<file path="src/rtl/booth4_pkg.sv">
package booth4_pkg;

  // Recoded radix-4 digit selected by one 3-bit multiplier window.
  typedef enum logic [2:0] {
    DIG_ZERO = 3'd0,
    DIG_POS1 = 3'd1,
    DIG_POS2 = 3'd2,
    DIG_NEG1 = 3'd3,
    DIG_NEG2 = 3'd4
  } booth_dig_e;

  function automatic logic dig_is_neg(booth_dig_e d);
    return (d == DIG_NEG1) || (d == DIG_NEG2);
  endfunction

  function automatic logic dig_is_two(booth_dig_e d);
    return (d == DIG_POS2) || (d == DIG_NEG2);
  endfunction

endpackage

</file>
<file path="src/rtl/booth4_recoder.sv">
module booth4_recoder
  import booth4_pkg::*;
(
  input  logic [2:0]  win_i,   // {upper bit, lower bit, bit to the right}
  output booth_dig_e  dig_o
);

  // window to digit mapping
  always_comb begin
    unique case (win_i)
      3'b000:  dig_o = DIG_ZERO;
      3'b001:  dig_o = DIG_POS1;
      3'b010:  dig_o = DIG_POS1;
      3'b011:  dig_o = DIG_POS2;
      3'b100:  dig_o = DIG_NEG2;
      3'b101:  dig_o = DIG_NEG1;
      3'b110:  dig_o = DIG_NEG1;
      default: dig_o = DIG_ZERO;
    endcase
  end

endmodule

</file>
<file path="src/rtl/booth4_addsub.sv">
module booth4_addsub
  import booth4_pkg::*;
#(
  parameter int W = 32
) (
  input  logic [W-1:0] mcand_i,
  input  logic [W+1:0] acc_i,
  input  booth_dig_e   dig_o_i,
  output logic [W+1:0] sum_o
);

  localparam int AW = W + 2;

  logic [AW-1:0] ext;
  logic [AW-1:0] mag;
  logic [AW-1:0] addend;
  logic          neg;

  // Two guard bits keep +/-2 x (-2^(W-1)) representable.
  assign ext = {{2{mcand_i[W-1]}}, mcand_i};
  assign neg = dig_is_neg(dig_o_i);

  always_comb begin
    if (dig_o_i == DIG_ZERO) begin
      mag = '0;
    end else if (dig_is_two(dig_o_i)) begin
      mag = {ext[AW-2:0], 1'b0};
    end else begin
      mag = ext;
    end
  end

  assign addend = neg ? ~mag : mag;
  assign sum_o  = acc_i + addend + {{(AW-1){1'b0}}, neg};

endmodule

</file>
<file path="src/rtl/booth4_ctrl.sv">
module booth4_ctrl #(
  parameter int STEPS = 16
) (
  input  logic clk,
  input  logic rst_n,
  input  logic start_i,
  output logic busy_o,
  output logic done_o,
  output logic load_o,
  output logic step_o
);

  localparam int CW = (STEPS > 1) ? $clog2(STEPS) : 1;
  localparam logic [CW-1:0] LAST_CNT = CW'(STEPS - 1);

  logic [CW-1:0] cnt_q, cnt_n;
  logic          busy_q, busy_n;
  logic          done_q, done_n;
  logic          last;
  logic          cnt_en;

  assign load_o = start_i && !busy_q;   // ignored while busy
  assign step_o = busy_q;
  assign last   = busy_q && (cnt_q == LAST_CNT);
  assign cnt_en = load_o || busy_q;

  always_comb begin
    cnt_n  = cnt_q;
    busy_n = busy_q;
    done_n = last;
    if (load_o) begin
      cnt_n  = '0;
      busy_n = 1'b1;
    end else if (busy_q) begin
      cnt_n = cnt_q + 1'b1;
      if (last) begin
        busy_n = 1'b0;
      end
    end
  end

  always_ff @(posedge clk or negedge rst_n) begin
    if (!rst_n) begin
      cnt_q  <= '0;
      busy_q <= 1'b0;
      done_q <= 1'b0;
    end else begin
      busy_q <= busy_n;
      done_q <= done_n;
      if (cnt_en) begin
        cnt_q <= cnt_n;
      end
    end
  end

  assign busy_o = busy_q;
  assign done_o = done_q;

endmodule

</file>
<file path="src/rtl/booth4_mul.sv">
module booth4_mul
  import booth4_pkg::*;
#(
  parameter int W = 32
) (
  input  logic           clk,
  input  logic           rst_n,
  input  logic           start_i,
  input  logic [W-1:0]   mcand_i,
  input  logic [W-1:0]   mplier_i,
  output logic           busy_o,
  output logic           done_o,
  output logic [2*W-1:0] product_o
);

  localparam int HW    = W + 2;
  localparam int STEPS = W / 2;

  logic           load, step, reg_en;
  logic [W-1:0]   mcand_q, mcand_n;
  logic [HW-1:0]  hi_q, hi_n;
  logic [W-1:0]   lo_q, lo_n;
  logic           xb_q, xb_n;
  logic [HW-1:0]  sum;
  booth_dig_e     dig;

  booth4_ctrl #(.STEPS(STEPS)) u_ctrl (
    .clk     (clk),
    .rst_n   (rst_n),
    .start_i (start_i),
    .busy_o  (busy_o),
    .done_o  (done_o),
    .load_o  (load),
    .step_o  (step)
  );

  booth4_recoder u_rec (
    .win_i (({lo_q[1:0], xb_q})),
    .dig_o (dig)
  );

  booth4_addsub #(.W(W)) u_add (
    .mcand_i (mcand_q),
    .acc_i   (hi_q),
    .dig_o_i (dig),
    .sum_o   (sum)
  );

  assign reg_en = load || step;

  always_comb begin
    mcand_n = mcand_q;
    hi_n    = hi_q;
    lo_n    = lo_q;
    xb_n    = xb_q;
    if (load) begin
      mcand_n = mcand_i;
      hi_n    = '0;
      lo_n    = mplier_i;
      xb_n    = 1'b0;
    end else if (step) begin
      // add the selected multiple, then shift right by two keeping the sign
      hi_n = {{2{sum[HW-1]}}, sum[HW-1:2]};
      lo_n = {sum[1:0], lo_q[W-1:2]};
      xb_n = lo_q[1];
    end
  end

  always_ff @(posedge clk or negedge rst_n) begin
    if (!rst_n) begin
      mcand_q <= '0;
      hi_q    <= '0;
      lo_q    <= '0;
      xb_q    <= 1'b0;
    end else if (reg_en) begin
      mcand_q <= mcand_n;
      hi_q    <= hi_n;
      lo_q    <= lo_n;
      xb_q    <= xb_n;
    end
  end

  assign product_o = {hi_q[W-1:0], lo_q};

endmodule

</file>
<file path="config.mk">
export PLATFORM = sky130hd
export DESIGN_NAME = booth4_mul
export DESIGN_NICKNAME = d
export VERILOG_FILES = /design/src/rtl/booth4_pkg.sv /design/src/rtl/booth4_recoder.sv /design/src/rtl/booth4_addsub.sv /design/src/rtl/booth4_ctrl.sv /design/src/rtl/booth4_mul.sv
export SDC_FILE = /design/constraint.sdc
export NUM_CORES = 1
export LEC_CHECK = 0
export ABC_AREA = 1
export BUFFER_PORTS_ARGS = -buffer_cell sky130_fd_sc_hd__buf_2
export CORE_MARGIN = 1
export CORE_UTILIZATION = 48
export DETAILED_ROUTE_END_ITERATION = 8
export PLACE_DENSITY_LB_ADDON = 0.1
export SETUP_SLACK_MARGIN = 0.4
export SLEW_MARGIN = 40
export SYNTH_ARGS = -nofsm -noshare
export SYNTH_HDL_FRONTEND = slang
export SYNTH_SLANG_ARGS = --single-unit
</file>
<file path="constraint.sdc">
create_clock -name clk -period 4.7 [get_ports clk]
set_input_delay 0.94 -clock clk [delete_from_list [all_inputs] [get_ports clk]]
set_output_delay 0.94 -clock clk [all_outputs]
set_load 0.05 [all_outputs]
</file>
==> impl_metrics.env <==
export IMPL_period_minus_slack_ns=3.932
export IMPL_grt_overflow_total=0
export IMPL_port_buffers=132
export IMPL_cts_tree="built"
export IMPL_rows=43
export IMPL_synth_top_area_cell="dfrtp_1"
export IMPL_grt_pass1_wl_um=29330
export IMPL_postSynthAreaPerCell_um2=7.524
export IMPL_final_setup_worst_slack_ns=0.7682
export IMPL_worstSetupStartpointType="flop"
export IMPL_maxCapViolCount=0
export IMPL_tns_ns=0
export IMPL_clock_sinks=103
export IMPL_crit_path_max_fanout=35
export IMPL_drt_antenna_violating_nets=0
export IMPL_finalClockSkew_ns=0.01098
export IMPL_drt_wirelength_per_cell_um=14.95
export IMPL_ys_async_sr_fraction=1.000
export IMPL_clock_path_buffers=2
export IMPL_wirelength_um=18060
export IMPL_die_y_um=121.0
export IMPL_ys_top_cells_by_count="nand2_1, dfrtp_1, inv_1"
export IMPL_syn_nets=1008
export IMPL_route_detailed_drc=2
export IMPL_core_mm2=0.01383
export IMPL_globalRouteTotalUtil=0.2587
export IMPL_finalSetupViolCount=0
export IMPL_cts_root_buffer="clkbuf_16"
export IMPL_synthFlopType="dfrtp_1"
export IMPL_hpwl_um=13770
export IMPL_worst_pin_slew_ns=0.7804
export IMPL_status="complete, but fails checks"
export IMPL_clock_latency_ns=0.36
export IMPL_first_iter_violations=383
export IMPL_dp_slack_ns=0.4882
export IMPL_viasPerCell=5.248
export IMPL_grt_antenna_before_repair=0
export IMPL_synth_most_common_cell="nand2_1"
export IMPL_numCtsBuffers=9
export IMPL_grt_pass1_vias=5689
export IMPL_grt_max_degree=48
export IMPL_path_class="flop to flop"
export IMPL_gp_congestion=0.9441
export IMPL_synth_warnings=0
export IMPL_die_x_um=121.0
export IMPL_n_fill_cell=1326
export IMPL_htreeDepth=3
export IMPL_netlist_area_mm2=0.006794
export IMPL_worstPathArrival_ns=4.19
export IMPL_synth_top_cell_area_share=0.3794
export IMPL_fin_area_mm2=0.007965
export IMPL_clk_pin_slew_ns=0.08
export IMPL_nets=1128
export IMPL_required_ns=4.96
export IMPL_num_io_pins=133
export IMPL_period_share=0.8365
export IMPL_diodes=0
export IMPL_hold_violations=0
export IMPL_end_kind="flop"
export IMPL_yosysSeqAreaShare=0.3794
export IMPL_rsz0062_at_grt="false"
export IMPL_synth_edff_count=0
export IMPL_reg2reg_from="lo_q[0]"
export IMPL_ys_ff_latch=103
export IMPL_timing_rr_end="hi_q[20]"
export IMPL_via_count=6339
export IMPL_first_pass_iters=7
export IMPL_violations="design-rule violations"
export IMPL_r2r_cells=21
export IMPL_place_area_mm2=0.007619
export IMPL_finalMaxSlewViolations=0
export IMPL_syn2layout_area_growth_pct=17.24
export IMPL_fp_dieArea_mm2=0.01463
export IMPL_synth_cell_types=46
export IMPL_hold_class="input pin to async pin"
export IMPL_synthCells=903
export IMPL_drive_above_1_share=0.1965
export IMPL_timing_fmax_mhz=254.3
export IMPL_synthTopCellsByArea="dfrtp_1, nand2_1, ha_1, a21oi_1, o21ai_0"
export IMPL_initial_core_util=0.4914
export IMPL_cts_hold_buf=0
export IMPL_rrSetupSlack_ns=0.77
export IMPL_slew_headroom=0.4792
-- metal layers --
layer  part of all wire  GRT usage
met5                  0          0
met4              0.015    0.06636
met3              0.054    0.04887
met2               0.43     0.3804
met1               0.50     0.3867
-- cell usage in the layout (no fill, tap or decap), types with 13 or more instances in the layout --
| cell | count |
|---|---|
| a21oi_1 | 71 |
| buf_2 | 131 |
| dfrtp_1 | 103 |
| ha_1 | 37 |
| inv_1 | 78 |
| nand2_1 | 276 |
| nand2_2 | 14 |
| nand3_1 | 24 |
| nor2_1 | 50 |
| o211ai_1 | 29 |
| o21ai_0 | 71 |
| o221ai_1 | 13 |
| xor2_1 | 34 |
-- cell type report --
class	count	area (µm²)	area share
Multi-Input combinational cell	683	3794	0.4763
Sequential cell	103	2577	0.3236
Clock buffer	9	225.2	0.02828
Tap cell	180	225.2	0.02828
Inverter	83	319.1	0.04006
Clock inverter	7	78.83	0.009896
Timing Repair Buffer	143	745.7	0.09362
-- critical path: stages (launching register included) --
cell	delay, ns
dfrtp_1	0.40
inv_1	0.10
ha_1	0.28
inv_1	0.10
nand3_1	0.11
nand2_1	0.12
nand2_8	0.22
clkinvlp_4	0.20
nand2_1	0.09
o211ai_1	0.10
xor2_1	0.18
ha_1	0.36
nand2_1	0.10
o21ai_2	0.20
a21oi_1	0.15
o21bai_1	0.31
a21oi_2	0.15
o21bai_2	0.22
a21oi_1	0.14
nand2b_1	0.17
nand3_1	0.07
nand2_1	0.06
-- cell families after synthesis --
logic type / after synthesis / share of synthesized area
XOR/XNOR: 34 / 0.04383
adder cells (fa/ha/maj): 38 / 0.07109
AND/OR/NAND/NOR: 392 / 0.2471
AO/OA/AOI/OAI: 219 / 0.1923
flip-flops: 103 / 0.3794
buffers and inverters: 117 / 0.06630
-- how the worst max path moves through the flow --
stage            start  endpoint  slack (ns)  cells past startpoint
4_1_cts        lo_q[0]  hi_q[20]        0.46                     19
6_report       lo_q[0]  hi_q[20]        0.77                     21
2_1_floorplan  lo_q[0]  hi_q[20]        0.88                     21
5_1_grt        lo_q[0]  hi_q[20]        0.42                     21
3_5_place_dp   lo_q[0]  hi_q[20]        0.49                     19
3_3_place_gp   lo_q[0]  hi_q[20]        0.52                     19
-- state kept, by name, indices dropped and copies added (netlist names) --
register       flops
u_ctrl.done_o      1
xb_q               1
u_ctrl.busy_o      1
lo_q              32
u_ctrl.cnt_q       4
hi_q              32
mcand_q           32
-- through the flow --
step	std cells	hold WS, ns	utilization
floorplan	903	0.4502	-
global placement	1190	0.4702	0.5510
detailed placement	1190	0.4819	0.5510
CTS	1206	0.4517	0.5730
global route	1208	0.4600	0.5761
finish	1208	0.4502	0.5761
-- what timing repair did --
action                     4_1_cts  5_1_grt
setup endpoints to repair        0        8
gates resized for setup          0        6
setup buffers                    0        2
Power is not shown: default switching activity piles up to over one toggle a cycle in this logic, so the estimate is an artifact.
